===== config.mk =====
export PLATFORM = sky130hd
export DESIGN_NAME = i2c_reg_target
export DESIGN_NICKNAME = d
export VERILOG_FILES = /design/src/rtl/i2c_reg_target_pkg.sv /design/src/rtl/i2c_line_sync.sv /design/src/rtl/i2c_target_fsm.sv /design/src/rtl/i2c_reg_bank.sv /design/src/rtl/i2c_reg_target.sv
export SDC_FILE = /design/constraint.sdc
export NUM_CORES = 1
export LEC_CHECK = 0
export BUFFER_PORTS_ARGS = -buffer_cell sky130_fd_sc_hd__buf_4
export CORE_ASPECT_RATIO = 1.4
export CORE_MARGIN = 5
export CORE_UTILIZATION = 35
export DETAILED_ROUTE_END_ITERATION = 8
export PLACE_DENSITY = 0.6
export SYNTH_ARGS = -nofsm -noshare
export SYNTH_HDL_FRONTEND = slang
export SYNTH_SLANG_ARGS = --single-unit

===== constraint.sdc =====
create_clock -name clk -period 3.19 [get_ports clk]
set_input_delay 0.4785 -clock clk [delete_from_list [all_inputs] [get_ports clk]]
set_output_delay 0.4785 -clock clk [all_outputs]
set_load 0.05 [all_outputs]

===== src/rtl/i2c_reg_target_pkg.sv =====
package i2c_reg_target_pkg;

    typedef enum logic [3:0] {
        ST_IDLE,
        ST_DEV_ADDR,
        ST_DEV_ACK,
        ST_REG_ADDR,
        ST_REG_ACK,
        ST_WR_DATA,
        ST_WR_ACK,
        ST_RD_DATA,
        ST_RD_ACK,
        ST_SKIP
    } tgt_state_e;

    localparam int BYTE_W  = 8;
    localparam int RUN_BIT = 0;

    function automatic logic [BYTE_W-1:0] reg_reset_value(input int idx);
        return (idx == 0) ? 8'h01 : 8'h00;
    endfunction

endpackage


===== src/rtl/i2c_line_sync.sv =====
module i2c_line_sync #(
    parameter int STAGES = 2
) (
    input  logic clk,
    input  logic rst_n,
    input  logic scl_i,
    input  logic sda_i,
    output logic scl_s,
    output logic sda_s,
    output logic scl_rise,
    output logic scl_fall,
    output logic start_det,
    output logic stop_det
);

    logic [STAGES-1:0] scl_sh;
    logic [STAGES-1:0] sda_sh;
    logic              scl_q;
    logic              sda_q;

    generate
        if (STAGES == 1) begin : g_one
            always_ff @(posedge clk or negedge rst_n) begin
                if (!rst_n) begin
                    scl_sh <= '1;
                    sda_sh <= '1;
                end else begin
                    scl_sh <= scl_i;
                    sda_sh <= sda_i;
                end
            end
        end else begin : g_chain
            always_ff @(posedge clk or negedge rst_n) begin
                if (!rst_n) begin
                    scl_sh <= '1;
                    sda_sh <= '1;
                end else begin
                    scl_sh <= {scl_sh[STAGES-2:0], scl_i};
                    sda_sh <= {sda_sh[STAGES-2:0], sda_i};
                end
            end
        end
    endgenerate

    always_ff @(posedge clk or negedge rst_n) begin
        if (!rst_n) begin
            scl_q <= 1'b1;
            sda_q <= 1'b1;
        end else begin
            scl_q <= scl_s;
            sda_q <= sda_s;
        end
    end

    assign scl_s     = scl_sh[STAGES-1];
    assign sda_s     = sda_sh[STAGES-1];
    assign scl_rise  = ~scl_q & scl_s;
    assign scl_fall  = scl_q & ~scl_s;
    assign start_det = scl_q & scl_s & sda_q & ~sda_s;
    assign stop_det  = scl_q & scl_s & ~sda_q & sda_s;

endmodule


===== src/rtl/i2c_target_fsm.sv =====
module i2c_target_fsm
    import i2c_reg_target_pkg::*;
#(
    parameter logic [6:0] DEV_ADDR = 7'h48
) (
    input  logic              clk,
    input  logic              rst_n,
    input  logic              hw_en,
    input  logic              scl_rise,
    input  logic              scl_fall,
    input  logic              sda_s,
    input  logic              start_det,
    input  logic              stop_det,
    input  logic [BYTE_W-1:0] rd_data,
    output logic              sda_oe,
    output logic              wr_en,
    output logic [BYTE_W-1:0] reg_ptr,
    output logic [BYTE_W-1:0] wr_data
);

    localparam logic [3:0] FULL = 4'(BYTE_W);

    tgt_state_e        state;
    tgt_state_e        nxt;
    logic [3:0]        bitcnt;
    logic [BYTE_W-1:0] rx_sr;
    logic [BYTE_W-1:0] tx_sr;
    logic              rw;
    logic              byte_full;
    logic              bit_state;

    assign byte_full = (bitcnt == FULL);
    assign bit_state = (state == ST_DEV_ADDR) || (state == ST_REG_ADDR) ||
                       (state == ST_WR_DATA)  || (state == ST_RD_DATA);

    // next-state logic
    always_comb begin
        nxt = state;
        if (!hw_en) begin
            nxt = ST_IDLE;
        end else if (stop_det) begin
            nxt = ST_IDLE;
        end else if (start_det) begin
            nxt = ST_DEV_ADDR;
        end else begin
            unique case (state)
                ST_IDLE:     nxt = ST_IDLE;
                ST_DEV_ADDR: if (scl_fall && byte_full)
                                 nxt = (rx_sr[7:1] == DEV_ADDR) ? ST_DEV_ACK : ST_SKIP;
                ST_DEV_ACK:  if (scl_fall) nxt = rw ? ST_RD_DATA : ST_REG_ADDR;
                ST_REG_ADDR: if (scl_fall && byte_full) nxt = ST_REG_ACK;
                ST_REG_ACK:  if (scl_fall) nxt = ST_WR_DATA;
                ST_WR_DATA:  if (scl_fall && byte_full) nxt = ST_WR_ACK;
                ST_WR_ACK:   if (scl_fall) nxt = ST_SKIP;
                ST_RD_DATA:  if (scl_fall && byte_full) nxt = ST_RD_ACK;
                ST_RD_ACK:   if (scl_fall) nxt = ST_SKIP;
                ST_SKIP:     nxt = ST_SKIP;
                default:     nxt = ST_IDLE;
            endcase
        end
    end

    // state register
    always_ff @(posedge clk or negedge rst_n) begin
        if (!rst_n) state <= ST_IDLE;
        else        state <= nxt;
    end

    // bit counter and shift registers
    always_ff @(posedge clk or negedge rst_n) begin
        if (!rst_n) begin
            bitcnt  <= '0;
            rx_sr   <= '0;
            tx_sr   <= '0;
            rw      <= 1'b0;
            reg_ptr <= '0;
        end else if (!hw_en || start_det || stop_det) begin
            bitcnt <= '0;
        end else begin
            if (bit_state && scl_rise && !byte_full) begin
                bitcnt <= bitcnt + 4'd1;
                rx_sr  <= {rx_sr[BYTE_W-2:0], sda_s};
            end
            if (bit_state && scl_fall && byte_full) begin
                bitcnt <= '0;
            end
            if (state == ST_DEV_ADDR && scl_fall && byte_full) begin
                rw <= rx_sr[0];
            end
            if (state == ST_REG_ADDR && scl_fall && byte_full) begin
                reg_ptr <= rx_sr;
            end
            if (state == ST_DEV_ACK && scl_fall && rw) begin
                tx_sr <= rd_data;
            end
            if (state == ST_RD_DATA && scl_fall && !byte_full) begin
                tx_sr <= {tx_sr[BYTE_W-2:0], 1'b0};
            end
        end
    end

    // outputs
    always_comb begin
        sda_oe = 1'b0;
        wr_en  = 1'b0;
        if (hw_en) begin
            unique case (state)
                ST_DEV_ACK, ST_REG_ACK, ST_WR_ACK: sda_oe = 1'b1;
                ST_RD_DATA: sda_oe = ~tx_sr[BYTE_W-1];
                ST_WR_DATA: wr_en  = scl_fall && byte_full;
                ST_IDLE, ST_DEV_ADDR, ST_REG_ADDR, ST_RD_ACK, ST_SKIP: sda_oe = 1'b0;
                default: sda_oe = 1'b0;
            endcase
        end
    end

    assign wr_data = rx_sr;

endmodule


===== src/rtl/i2c_reg_bank.sv =====
module i2c_reg_bank
    import i2c_reg_target_pkg::*;
#(
    parameter int NREGS = 4,
    parameter int AW    = $clog2(NREGS)
) (
    input  logic              clk,
    input  logic              rst_n,
    input  logic              bus_we,
    input  logic [BYTE_W-1:0] bus_addr,
    input  logic [BYTE_W-1:0] bus_wdata,
    output logic [BYTE_W-1:0] bus_rdata,
    input  logic              par_we,
    input  logic [AW-1:0]     par_addr,
    input  logic [BYTE_W-1:0] par_wdata,
    output logic [BYTE_W-1:0] par_rdata,
    output logic              run_bit
);

    localparam logic [BYTE_W-1:0] LIMIT = BYTE_W'(NREGS);

    logic [BYTE_W-1:0] regs [NREGS];
    logic              bus_in_range;

    assign bus_in_range = (bus_addr < LIMIT);

    generate
        for (genvar g = 0; g < NREGS; g++) begin : g_reg
            logic bus_hit;
            logic par_hit;
            assign bus_hit = bus_we && bus_in_range && (bus_addr[AW-1:0] == AW'(g));
            assign par_hit = par_we && (par_addr == AW'(g));
            always_ff @(posedge clk or negedge rst_n) begin
                if (!rst_n)       regs[g] <= reg_reset_value(g);
                else if (bus_hit) regs[g] <= bus_wdata;
                else if (par_hit) regs[g] <= par_wdata;
            end
        end
    endgenerate

    assign bus_rdata = bus_in_range ? regs[bus_addr[AW-1:0]] : '0;
    assign par_rdata = regs[par_addr];
    assign run_bit   = regs[0][RUN_BIT];

endmodule


===== src/rtl/i2c_reg_target.sv =====
module i2c_reg_target
    import i2c_reg_target_pkg::*;
#(
    parameter logic [6:0] DEV_ADDR    = 7'h48,
    parameter int         NREGS       = 4,
    parameter int         SYNC_STAGES = 2,
    parameter int         AW          = $clog2(NREGS)
) (
    input  logic              clk,
    input  logic              rst_n,
    input  logic              hw_en,
    input  logic              scl_i,
    input  logic              sda_i,
    output logic              sda_oe,
    input  logic              par_we,
    input  logic [AW-1:0]     par_addr,
    input  logic [BYTE_W-1:0] par_wdata,
    output logic [BYTE_W-1:0] par_rdata,
    output logic              core_run
);

    logic              scl_sync;
    logic              sda_sync;
    logic              scl_rise;
    logic              scl_fall;
    logic              start_seen;
    logic              stop_seen;
    logic              i2c_we;
    logic [BYTE_W-1:0] i2c_addr;
    logic [BYTE_W-1:0] i2c_wdata;
    logic [BYTE_W-1:0] i2c_rdata;

    i2c_line_sync #(.STAGES(SYNC_STAGES)) u_sync (
        .clk       (clk),
        .rst_n     (rst_n),
        .scl_i     (scl_i),
        .sda_i     (sda_i),
        .scl_s     (scl_sync),
        .sda_s     (sda_sync),
        .scl_rise  (scl_rise),
        .scl_fall  (scl_fall),
        .start_det (start_seen),
        .stop_det  (stop_seen)
    );

    i2c_target_fsm #(.DEV_ADDR(DEV_ADDR)) u_fsm (
        .clk       (clk),
        .rst_n     (rst_n),
        .hw_en     (hw_en),
        .scl_rise  (scl_rise),
        .scl_fall  (scl_fall),
        .sda_s     (sda_sync),
        .start_det (start_seen),
        .stop_det  (stop_seen),
        .rd_data   (i2c_rdata),
        .sda_oe    (sda_oe),
        .wr_en     (i2c_we),
        .reg_ptr   (i2c_addr),
        .wr_data   (i2c_wdata)
    );

    i2c_reg_bank #(.NREGS(NREGS), .AW(AW)) u_bank (
        .clk       (clk),
        .rst_n     (rst_n),
        .bus_we    (i2c_we),
        .bus_addr  (i2c_addr),
        .bus_wdata (i2c_wdata),
        .bus_rdata (i2c_rdata),
        .par_we    (par_we),
        .par_addr  (par_addr),
        .par_wdata (par_wdata),
        .par_rdata (par_rdata),
        .run_bit   (core_run)
    );

endmodule


==> metrics.csv, run 1 <==
stage;metric;value;unit
logic_synthesis;post-synthesis net count;321;
critical_path;arrival time at the worst endpoint;2670;ps
flow_run;Maximum Capacitance Violations;0;
floorplan;number of rows in the core area;46;
global_route;global routing met1 resource utilization;0.164;
detailed_routing;Antenna Violating Nets Remaining;0;
outcome;run status;complete, no violations;
timing;max-slew headroom at the worst pin;0.392;
hold_path;Hold Path End;u_sync.scl_sh[0];
power_and_ir_drop;portion of total power attributed to combinational logic;0.186;
detailed_routing;total routed wirelength;8.95;mm
logic_synthesis;async set or reset register ratio after synthesis;1.00;
critical_path;buffering stage count on the worst path with inverters included;0;
clock_network;CTS Buffer Depth;2;
cells_and_area;total of fill cells in the finished design;1090;
floorplan;Die Wd;100;um
logic_synthesis;mean instance size in the synthesized netlist;13.2;um2
critical_path;startpoint of the most critical register-to-register path;u_fsm.state[0];
detailed_routing;initial DRC count;130;
detailed_routing;total number of vias;2616;
timing;Final Cycle Share;0.769;
critical_path;worst reg-to-reg path cell count;4;
cells_and_area;Syn-to-layout area delta;15.5;%
timing;setup repair after global routing missed its margin;no;
critical_path;kind of critical path;reg -> reg;
timing;Fin Setup TNS;0;ps
detailed_routing;Vias per Instance;5.53;
floorplan;starting density of the core;0.355;
cells_and_area;layout cell share with drive strength beyond 1;0.495;
critical_path;capture point of the worst reg-to-reg path;u_bank.regs[31];
global_route;fraction of met2 tracks used by global routing;0.248;
floorplan;die height;137;um
timing;maximum clock frequency;0.408;GHz
clock_network;clock-pin slew reported for the worst setup and hold paths after clock tree synthesis;60;ps
global_route;pin count of the biggest net entering global routing;72;
logic_synthesis;leading cell type by number of instances after synthesis;sky130_fd_sc_hd__mux2_2;
critical_path;largest delay contributor family on the critical path;simple AND/OR/NAND/NOR gates;
timing;final slew viol count;0;
logic_synthesis;Unique masters post-synth;52;
floorplan;die area;0.0137;mm2
hold_path;Worst Hold Depth;1;
power_and_ir_drop;Switching Share;0.262;
power_and_ir_drop;IR Drop Worst-Case VDD;0.000201;V
power_and_ir_drop;overall power after layout;0.00269;W
logic_synthesis;EDFF count, synth;0;
placed_design;GPL Wtd Cong;0.794;
detailed_routing;DRC violation count after routing;0;
detailed_routing;DR pass1 iterations;4;
cells_and_area;final core utilization;0.410;
hold_path;source of the worst hold timing path;scl_i;
critical_path;worst path cell trace;and4bb_2, nand3_1, or4b_1, mux2_4;
clock_network;clock latency on the worst-skew pair;340;ps
clock_network;clk sink count;71;
timing;total count of hold-check failures in the final report;0;
timing;worst-margin pin slew;912;ps
logic_synthesis;Post-Synthesis Cells;303;
timing;Clock Skews;9.20;ps
global_route;Congestion Overflow GR;0;
critical_path;Startpoint Class;register;
clock_network;clock tree from TritonCTS;built;
power_and_ir_drop;Internal;0.00199;W
timing;final setup violation count;0;
power_and_ir_drop;Leakage Power;2.03;nW
logic_synthesis;total of warnings raised by yosys;0;
critical_path;top fanout value on the critical path;15;
floorplan;Core Box Area;0.0113;mm2
clock_network;number of buffers created by CTS;9;
global_route;highest-utilization routing layer at the global route stage;met2;
cells_and_area;fin area;0.00463;mm2
placed_design;cell area reported after detailed placement;0.00430;mm2
clock_network;maximum level of the CTS H-tree;3;
power_and_ir_drop;sequential share of power;0.401;
global_route;Global Route met3 Usage;0.0219;
placed_design;HPWL Detailed;6.40;mm
clock_network;CTS hold repair buffers;0;
logic_synthesis;Yosys top cell area share;0.400;
clock_network;number of setup buffers added after CTS;0;
clock_network;Root Driver;sky130_fd_sc_hd__clkbuf_16;
timing;final critical delay including setup and external delays;2450;ps
logic_synthesis;sequential element share of the synthesized area;0.446;
cells_and_area;Antenna Cells;0;
detailed_routing;average wire per standard cell;18.9;um
logic_synthesis;largest cells by area after synthesis;sky130_fd_sc_hd__dfrtp_1 (40%), sky130_fd_sc_hd__mux2_2 (23%), sky130_fd_sc_hd__mux4_2 (9.0%);
logic_synthesis;cell taking the most area after synthesis;sky130_fd_sc_hd__dfrtp_1;
placed_design;Setup Slack @ Placement;762;ps
logic_synthesis;list of most frequent post-synthesis cells;sky130_fd_sc_hd__mux2_2 (81), sky130_fd_sc_hd__dfrtp_1 (64), sky130_fd_sc_hd__mux4_2 (16);
critical_path;CP Data Required Time;3410;ps
critical_path;CP peak stage delay;770;ps
critical_path;crit path max-delay cell type;sky130_fd_sc_hd__or4b_1;
global_route;global-route total usage across every layer;0.141;
floorplan;top-level port count;26;
cells_and_area;final-stage net count;342;
logic_synthesis;Yosys reg bits;71;
logic_synthesis;netlist area before placement;0.00401;mm2
critical_path;endpoint type of the worst setup path;register;
placed_design;# port buffers;25;
power_and_ir_drop;Power Density;582;mW/mm2
logic_synthesis;Top FF cell, synth;sky130_fd_sc_hd__dfrtp_1;
clock_network;post-CTS sizing;0;
timing;final worst setup slack;737;ps
power_and_ir_drop;power dissipated by switching net loads;0.000707;W
critical_path;slack of the worst reg-to-reg path;740;ps
critical_path;number of logic stages on the critical path including buffering;4;
hold_path;class of the most critical hold timing path;in -> reg;
global_route;antenna violations before repair;0;
global_route;vias in the first global route;2784;
power_and_ir_drop;Clk pwr share;0.414;
global_route;first-pass GRT wire length;14.8;mm
==> layer usage <==
metal,routed length [um],vias to the layer above
li1,-,1193
met1,3700,1368
met2,4790,39
met3,257,16
met4,199,0
met5,0,-
==> stage by stage <==
stage | cells | hold WS, ps
final | 473 | 244
after global routing | 473 | 236
after detailed placement | 457 | 347
after global placement | 457 | 347
after CTS | 473 | 237
after floorplan | 303 | 183
==> power groups by stage <==
| stage | clock network (W) | logic (W) | registers (W) |
|---|---|---|---|
| finish | 0.00111 | 0.000500 | 0.00108 |
| global route | 0.00116 | 0.000539 | 0.00109 |
| CTS | 0.00113 | 0.000508 | 0.00108 |
| detailed placement | 0 | 0.000506 | 0.00110 |
| global placement | 0 | 0.000498 | 0.00109 |
| floorplan | 0 | 0.000377 | 0.00107 |
==> final cells by class <==
type	count	area (um2)	share of cell area
clock buffer	11	253	0.0546
clock inverter	5	80.1	0.0173
inverter	12	45.0	0.00973
multi-input combinational	204	2090	0.452
sequential	71	1790	0.386
tap	144	180	0.0389
timing repair buffer	26	195	0.0422
==> flip-flops by register name (all words and copies together), names as in the netlist, 2 cells and up <==
name,cells
u_sync.sda_sh,2
u_fsm.tx_sr,8
u_fsm.wr_data,8
u_fsm.reg_ptr,8
u_bank.regs,31
u_fsm.state,4
u_sync.scl_sh,2
u_fsm.bitcnt,4
==> cells in the final DEF (no fill, tap or decap), drive strengths merged, types with 2 or more instances in the layout <==
master / synthesis / layout
a211oi: 2 / 2
a21o: 2 / 2
a31oi: 4 / 4
and3: 2 / 2
and3b: 2 / 2
and4bb: 2 / 2
buf: 8 / 26
bufinv: 0 / 2
clkbuf: 8 / 11
clkinvlp: 0 / 2
dfrtp: 64 / 64
dfstp: 7 / 7
ha: 2 / 2
inv: 12 / 12
mux2: 89 / 89
mux4: 16 / 16
nand2: 7 / 7
nand2b: 5 / 5
nand3: 5 / 5
nand3b: 3 / 3
nand4: 10 / 10
nand4b: 2 / 2
nor2: 10 / 10
nor3b: 5 / 5
o211ai: 2 / 2
o21ai: 3 / 3
o31ai: 7 / 7
or3b: 2 / 2
xnor2: 2 / 2
xor2: 2 / 2
==> cells by family after synthesis <==
| logic type | synth area share |
|---|---|
| flops | 0.446 |
| xor+xnor | 0.00874 |
| fa+ha+maj | 0.00624 |
| simple gates | 0.103 |
| buf+inv | 0.0328 |
| compound gates | 0.0540 |
| mux | 0.350 |
==> worst max path at each step <==
stage                               from         endpoint
after global routing      u_fsm.state[0]  u_bank.regs[31]
after global placement    u_fsm.state[0]  u_bank.regs[29]
final                     u_fsm.state[0]  u_bank.regs[31]
after detailed placement  u_fsm.state[0]  u_bank.regs[31]
after floorplan           u_fsm.state[2]           sda_oe
after CTS                 u_fsm.state[0]  u_bank.regs[31]
No activity file was read; power rests on OpenSTA's default activity.
==> run 2: changes to the inputs <==
--- a/config.mk
+++ b/config.mk
@@ -5,12 +5,13 @@
 export SDC_FILE = /design/constraint.sdc
 export NUM_CORES = 1
 export LEC_CHECK = 0
+export ABC_AREA = 1
 export BUFFER_PORTS_ARGS = -buffer_cell sky130_fd_sc_hd__buf_4
 export CORE_ASPECT_RATIO = 1.4
 export CORE_MARGIN = 5
 export CORE_UTILIZATION = 35
 export DETAILED_ROUTE_END_ITERATION = 8
-export PLACE_DENSITY = 0.6
+export PLACE_DENSITY = 0.62
 export SYNTH_ARGS = -nofsm -noshare
 export SYNTH_HDL_FRONTEND = slang
 export SYNTH_SLANG_ARGS = --single-unit
==> constraint.sdc (replaced) <==
create_clock -name clk -period 2.14 [get_ports clk]
set_input_delay 0.321 -clock clk [delete_from_list [all_inputs] [get_ports clk]]
set_output_delay 0.321 -clock clk [all_outputs]
set_load 0.05 [all_outputs]
==> run 2 against run 1 <==
Net effect: sequential cell count stayed put; count of clock-buffer cells in the layout down 2; total power rose by 30%; highest routed layer unchanged; critical path type is now reg -> out; critical path depth rose by 1.
==> metrics.csv, run 2 <==
stage;metric;value;unit
cells_and_area;flip-flop count of the largest register, all copies and words added;31;
logic_synthesis;post-synthesis simple-gate area fraction;0.420;
logic_synthesis;leading cell type by number of instances after synthesis;sky130_fd_sc_hd__nand2_1;
hold_path;class of the most critical hold timing path;in -> reg;
critical_path;startpoint of the most critical register-to-register path;u_fsm.bitcnt[0];
clock_network;Root Driver;sky130_fd_sc_hd__clkbuf_16;
power_and_ir_drop;Power Density;720;mW/mm2
critical_path;slack of the worst reg-to-reg path;180;ps
cells_and_area;fin area;0.00486;mm2
logic_synthesis;adder-cell area share of the yosys netlist;0.00592;
timing;Final Cycle Share;0.946;
timing;final slew viol count;0;
clock_network;clock tree from TritonCTS;built;
power_and_ir_drop;Internal;0.00242;W
floorplan;Core Box Area;0.0118;mm2
outcome;run status;complete, no violations;
timing;maximum clock frequency;0.494;GHz
timing;Fin Setup TNS;0;ps
global_route;vias in the first global route;3868;
floorplan;die area;0.0144;mm2
detailed_routing;total number of vias;4085;
detailed_routing;Antenna Violating Nets Remaining;0;
global_route;antenna violations before repair;0;
global_route;global-route total usage across every layer;0.172;
hold_path;Hold Path End;u_sync.scl_sh[0];
cells_and_area;Syn-to-layout area delta;14.9;%
placed_design;Placed Cells incl. Taps;734;
cells_and_area;final-stage net count;620;
cells_and_area;leading cell type in the layout, fill and taps excluded;sky130_fd_sc_hd__nand2_1;
power_and_ir_drop;overall power after layout;0.00350;W
logic_synthesis;list of most frequent post-synthesis cells;sky130_fd_sc_hd__nand2_1 (168), sky130_fd_sc_hd__nand3_1 (88), sky130_fd_sc_hd__dfrtp_1 (64), sky130_fd_sc_hd__nor2_1 (64), sky130_fd_sc_hd__inv_1 (44);
flow_run;Maximum Capacitance Violations;0;
timing;final setup violation count;0;
power_and_ir_drop;IR Drop Worst-Case VDD;0.000412;V
logic_synthesis;netlist area before placement;0.00423;mm2
detailed_routing;total routed wirelength;12.0;mm
timing;Clock Skews;7.61;ps
detailed_routing;average wire per standard cell;16.0;um
detailed_routing;Vias per Instance;5.42;
clock_network;clock-pin slew reported for the worst setup and hold paths after clock tree synthesis;60;ps
critical_path;worst reg-to-reg path cell count;10;
logic_synthesis;cell taking the most area after synthesis;sky130_fd_sc_hd__dfrtp_1;
power_and_ir_drop;Leakage Power;2.27;nW
hold_path;source of the worst hold timing path;scl_i;
floorplan;top-level port count;26;
power_and_ir_drop;portion of total power attributed to combinational logic;0.150;
detailed_routing;DRC violation count after routing;0;
cells_and_area;total of fill cells in the finished design;1200;
critical_path;Startpoint Class;register;
critical_path;endpoint type of the worst setup path;output port;
critical_path;capture point of the worst reg-to-reg path;u_bank.regs[26];
cells_and_area;final core utilization;0.411;
floorplan;number of rows in the core area;47;
logic_synthesis;mux share of post-synthesis cell area;0;
power_and_ir_drop;Clk pwr share;0.399;
timing;worst-margin pin slew;723;ps
cells_and_area;fin cells;754;
power_and_ir_drop;sequential share of power;0.451;
cells_and_area;Antenna Cells;0;
global_route;Congestion Overflow GR;0;
critical_path;top fanout value on the critical path;7;
logic_synthesis;async set or reset register ratio after synthesis;1.00;
clock_network;maximum level of the CTS H-tree;3;
logic_synthesis;sequential element share of the synthesized area;0.423;
critical_path;kind of critical path;reg -> out;
placed_design;HPWL Detailed;8.80;mm
cells_and_area;layout cell share with drive strength beyond 1;0.150;
global_route;first-pass GRT wire length;19.5;mm
logic_synthesis;post-synthesis net count;595;
placed_design;cell area reported after detailed placement;0.00453;mm2
logic_synthesis;largest cells by area after synthesis;sky130_fd_sc_hd__dfrtp_1 (38%), sky130_fd_sc_hd__nand2_1 (15%), sky130_fd_sc_hd__nand3_1 (10%);
clock_network;clock latency on the worst-skew pair;340;ps
power_and_ir_drop;power dissipated by switching net loads;0.00107;W
logic_synthesis;Yosys top cell area share;0.379;
timing;setup repair after global routing missed its margin;no;
logic_synthesis;Post-Synthesis Cells;577;
floorplan;Die Wd;103;um
critical_path;CP Data Required Time;1820;ps
global_route;pin count of the biggest net entering global routing;41;
floorplan;die height;140;um
logic_synthesis;total of warnings raised by yosys;0;
timing;max-slew headroom at the worst pin;0.518;
logic_synthesis;Top FF cell, synth;sky130_fd_sc_hd__dfrtp_1;
timing;total count of hold-check failures in the final report;0;
logic_synthesis;mean instance size in the synthesized netlist;7.32;um2
logic_synthesis;largest family of logic cells by synthesized area;simple AND/OR/NAND/NOR gates;
detailed_routing;initial DRC count;348;
critical_path;arrival time at the worst endpoint;1700;ps
logic_synthesis;area fraction in compound gates after synthesis;0.0699;
cells_and_area;most frequent cells in the layout;sky130_fd_sc_hd__nand2_1 (168), sky130_fd_sc_hd__nand3_1 (88), sky130_fd_sc_hd__nor2_1 (64);
timing;final critical delay including setup and external delays;2020;ps
logic_synthesis;post-synthesis share of cell area spent on xor and xnor gates;0;
placed_design;GPL Wtd Cong;0.880;
logic_synthesis;EDFF count, synth;0;
logic_synthesis;Yosys reg bits;71;
placed_design;# port buffers;25;
logic_synthesis;Unique masters post-synth;33;
power_and_ir_drop;Switching Share;0.307;
clock_network;CTS Buffer Depth;2;
detailed_routing;DR pass1 iterations;5;
clock_network;clk sink count;71;
hold_path;Worst Hold Depth;1;
clock_network;number of buffers created by CTS;9;
floorplan;starting density of the core;0.357;
cells_and_area;register name with the most flops;u_bank.regs;
[run 2: cell types whose count changed after synthesis, moves of 11 or more]
cell	before	now
sky130_fd_sc_hd__nand2_1	7	168
sky130_fd_sc_hd__nand3_1	5	88
sky130_fd_sc_hd__mux2_2	81	0
sky130_fd_sc_hd__nor2_1	10	64
sky130_fd_sc_hd__inv_1	12	44
sky130_fd_sc_hd__nand4_1	9	35
sky130_fd_sc_hd__mux4_2	16	0
sky130_fd_sc_hd__o21ai_0	3	14
[run 2: worst max-delay path by stage]
stage,from,to,slack (ps),cells past startpoint
after floorplan,u_fsm.state[3],sda_oe,20,4
after global placement,u_fsm.bitcnt[0],u_bank.regs[13],270,10
after detailed placement,u_fsm.bitcnt[0],u_bank.regs[17],230,10
after CTS,u_fsm.state[3],sda_oe,8,5
after global routing,u_fsm.state[3],sda_oe,10,5
final,u_fsm.state[3],sda_oe,120,5
[run 2: metal layers]
layer,vias to the layer above,part of all wire,global-route usage
met5,-,0,0
met4,0,0.047,0.0894
met3,42,0.046,0.0279
met2,159,0.51,0.291
met1,1917,0.40,0.207
li1,1967,-,-
[run 2: critical path, cell delays in order, from the launching register on]
cell	delay (ps)
sky130_fd_sc_hd__dfrtp_2	460
sky130_fd_sc_hd__nor2_4	140
sky130_fd_sc_hd__nand3_1	100
sky130_fd_sc_hd__or2_2	310
sky130_fd_sc_hd__a41oi_2	170
sky130_fd_sc_hd__buf_6	190
[run 2: metrics by stage]
stage               setup slack, ps  hold WS, ps
finish                          115         88.8
global route                   13.7         72.6
CTS                            7.81         78.0
detailed placement              231          349
global placement                275          338
floorplan                      20.9         25.4
[run 2: layout make-up]
cell class / count / area [um2] / area share
Clock inverter: 7 / 50.0 / 0.0103
Clock buffer: 9 / 225 / 0.0464
Tap cell: 147 / 184 / 0.0379
Inverter: 53 / 199 / 0.0410
Multi-Input combinational cell: 431 / 2110 / 0.434
Timing Repair Buffer: 36 / 302 / 0.0621
Sequential cell: 71 / 1790 / 0.368
[run 2: cells by family (layout without fill, tap and decap cells)]
family | count (synthesis) | count (layout)
flip-flops | 71 | 71
adder cells (fa/ha/maj) | 2 | 2
AND/OR/NAND/NOR | 382 | 382
AO/OA/AOI/OAI | 47 | 47
buffers and inverters | 75 | 105
[run 2: repair_timing]
action	4_1_cts	5_1_grt
cloned	0	0
hold endpoints to repair	34	0
pin swaps	0	0
buffers inserted	1	2
setup endpoints to repair	1	1
gates resized for setup	1	3
hold buffers	1	0
[run 2: power by group through the flow]
stage	Clock (W)	Combinational, W	Sequential, W
6_report	0.00140	0.000525	0.00158
5_1_grt	0.00147	0.000576	0.00159
4_1_cts	0.00142	0.000529	0.00157
3_5_place_dp	0	0.000527	0.00160
3_3_place_gp	0	0.000514	0.00160
2_1_floorplan	0	0.000340	0.00156
==> run 3: changes to the inputs <==
--- a/config.mk
+++ b/config.mk
@@ -11,7 +11,9 @@
 export CORE_MARGIN = 5
 export CORE_UTILIZATION = 35
 export DETAILED_ROUTE_END_ITERATION = 8
+export GPL_TIMING_DRIVEN = 0
 export PLACE_DENSITY = 0.62
 export SYNTH_ARGS = -nofsm -noshare
 export SYNTH_HDL_FRONTEND = slang
 export SYNTH_SLANG_ARGS = --single-unit
+export TNS_END_PERCENT = 50
==> run 3 against run 2 <==
Net effect: sequential cell count is the same; core utilization rose by 0.60 points; non-clock buffer count grew 11; first-iteration DRC count decreased by 13%; clock skew about the same; cell area up 1.5%; wire length grew 5.3%; via count up 2.2%; die area unchanged; combinational power about the same; critical endpoint unchanged.
==> metrics.csv, run 3 (synthesis results as in run 2) <==
stage;metric;value;unit
outcome;run status;complete, no violations;
detailed_routing;Antenna Violating Nets Remaining;0;
clock_network;clock latency on the worst-skew pair;340;ps
floorplan;Core Box Area;0.0118;mm2
global_route;Global Route met3 Usage;0.0323;
timing;Clock Skews;7.22;ps
global_route;antenna violations before repair;0;
clock_network;clock tree from TritonCTS;built;
timing;maximum clock frequency;0.486;GHz
global_route;Congestion Overflow GR;0;
critical_path;slack of the worst reg-to-reg path;250;ps
floorplan;starting density of the core;0.357;
cells_and_area;total of fill cells in the finished design;1232;
power_and_ir_drop;Leakage Power;2.34;nW
hold_path;Hold Path End;u_sync.scl_sh[0];
power_and_ir_drop;IR Drop Worst-Case VDD;0.000362;V
floorplan;number of rows in the core area;47;
clock_network;maximum level of the CTS H-tree;3;
critical_path;Startpoint Class;register;
flow_run;Maximum Capacitance Violations;0;
detailed_routing;average wire per standard cell;16.6;um
critical_path;top fanout value on the critical path;4;
timing;final critical delay including setup and external delays;2060;ps
cells_and_area;register name with the most flops;u_bank.regs;
global_route;fraction of met2 tracks used by global routing;0.305;
cells_and_area;Antenna Cells;0;
placed_design;cell area reported after detailed placement;0.00460;mm2
clock_network;number of buffers created by CTS;9;
timing;total count of hold-check failures in the final report;0;
timing;worst-margin pin slew;958;ps
cells_and_area;final-stage net count;631;
detailed_routing;DR pass1 iterations;5;
detailed_routing;DRC violation count after routing;0;
placed_design;# port buffers;25;
floorplan;Die Wd;103;um
cells_and_area;most frequent cells in the layout;sky130_fd_sc_hd__nand2_1 (168), sky130_fd_sc_hd__nand3_1 (88), sky130_fd_sc_hd__nor2_1 (64);
cells_and_area;fin area;0.00493;mm2
clock_network;clock-pin slew reported for the worst setup and hold paths after clock tree synthesis;60;ps
floorplan;die area;0.0144;mm2
placed_design;HPWL Detailed;9.32;mm
critical_path;capture point of the worst reg-to-reg path;u_bank.regs[25];
hold_path;class of the most critical hold timing path;in -> reg;
timing;final slew viol count;0;
timing;final setup violation count;0;
floorplan;die height;140;um
critical_path;startpoint of the most critical register-to-register path;u_fsm.bitcnt[0];
placed_design;GPL Wtd Cong;0.947;
critical_path;CP Data Required Time;1820;ps
critical_path;arrival time at the worst endpoint;1740;ps
power_and_ir_drop;overall power after layout;0.00374;W
hold_path;Worst Hold Depth;1;
critical_path;worst reg-to-reg path cell count;11;
global_route;first-pass GRT wire length;20.6;mm
power_and_ir_drop;Power Density;760;mW/mm2
detailed_routing;initial DRC count;303;
floorplan;top-level port count;26;
cells_and_area;Syn-to-layout area delta;16.6;%
placed_design;Setup Slack @ Placement;270;ps
detailed_routing;Vias per Instance;5.46;
hold_path;source of the worst hold timing path;scl_i;
clock_network;CTS Buffer Depth;2;
clock_network;Root Driver;sky130_fd_sc_hd__clkbuf_16;
clock_network;CTS hold repair buffers;0;
detailed_routing;total routed wirelength;12.7;mm
global_route;highest-utilization routing layer at the global route stage;met2;
global_route;global-route total usage across every layer;0.183;
timing;final worst setup slack;81.2;ps
global_route;global routing met1 resource utilization;0.228;
critical_path;endpoint type of the worst setup path;output port;
timing;Final Cycle Share;0.962;
cells_and_area;leading cell type in the layout, fill and taps excluded;sky130_fd_sc_hd__nand2_1;
timing;max-slew headroom at the worst pin;0.361;
clock_network;number of setup buffers added after CTS;0;
global_route;vias in the first global route;4006;
detailed_routing;total number of vias;4176;
global_route;pin count of the biggest net entering global routing;72;
clock_network;clk sink count;71;
cells_and_area;layout cell share with drive strength beyond 1;0.162;
cells_and_area;flip-flop count of the largest register, all copies and words added;31;
clock_network;post-CTS sizing;1;
critical_path;kind of critical path;reg -> out;
cells_and_area;final core utilization;0.417;
## run 3: cell count changes in the layout (fill, tap and decap cells not counted), moves of 2 or more
cell,change
sky130_fd_sc_hd__buf_12,-2
sky130_fd_sc_hd__buf_2,+10
sky130_fd_sc_hd__buf_4,-4
sky130_fd_sc_hd__buf_6,+4
sky130_fd_sc_hd__bufinv_16,+2
sky130_fd_sc_hd__clkbuf_1,+4
sky130_fd_sc_hd__clkinvlp_4,-2
## run 3: worst max-delay path by stage
stage	slack [ps]	depth (start not counted)	startpoint	endpoint
after global routing	-3	5	u_fsm.state[3]	sda_oe
after CTS	20	6	u_fsm.state[2]	sda_oe
after detailed placement	270	11	u_fsm.bitcnt[0]	u_bank.regs[25]
after global placement	310	11	u_fsm.bitcnt[0]	u_bank.regs[7]
final	80	6	u_fsm.state[2]	sda_oe
after floorplan	20	4	u_fsm.state[3]	sda_oe
## run 3: metrics by stage
| stage | std cells | hold slack (ps) | setup TNS (ps) |
|---|---|---|---|
| after detailed placement | 749 | 347 | 0 |
| after global placement | 749 | 346 | 0 |
| after CTS | 765 | 75.5 | 0 |
| after global routing | 765 | 70.7 | -3.07 |
| final | 765 | 81.9 | 0 |
| after floorplan | 577 | 25.4 | 0 |
## run 3: cell type report
cell class,instances,area [um2],share of cell area
repair buffers,25,188,0.0381
plain buffers,22,144,0.0292
flip-flops and latches,71,1790,0.363
inverters,53,199,0.0404
multi-input cells,431,2100,0.427
well taps,147,184,0.0373
clock buffers,9,225,0.0457
clock inverters,7,95.1,0.0193
## run 3: worst max-delay path, cell delays in order, from the launching register on
cell and delay [ps]:
sky130_fd_sc_hd__dfrtp_1 420, sky130_fd_sc_hd__inv_2 80, sky130_fd_sc_hd__nor2_2 120, sky130_fd_sc_hd__nand3_1 110, sky130_fd_sc_hd__or2_2 310, sky130_fd_sc_hd__a41oi_2 140
sky130_fd_sc_hd__buf_4 220
## run 3: report_power, final
group          switching, W  internal (W)  total (W)
sequential         0.000120       0.00146    0.00158
combinational      0.000350      0.000174   0.000524
clock              0.000614       0.00102    0.00164
## run 3: routing by layer
metal | part of all wire | wire length (um)
met1 | 0.40 | 5120
met2 | 0.51 | 6470
met5 | 0 | 0
met3 | 0.051 | 642
met4 | 0.035 | 439
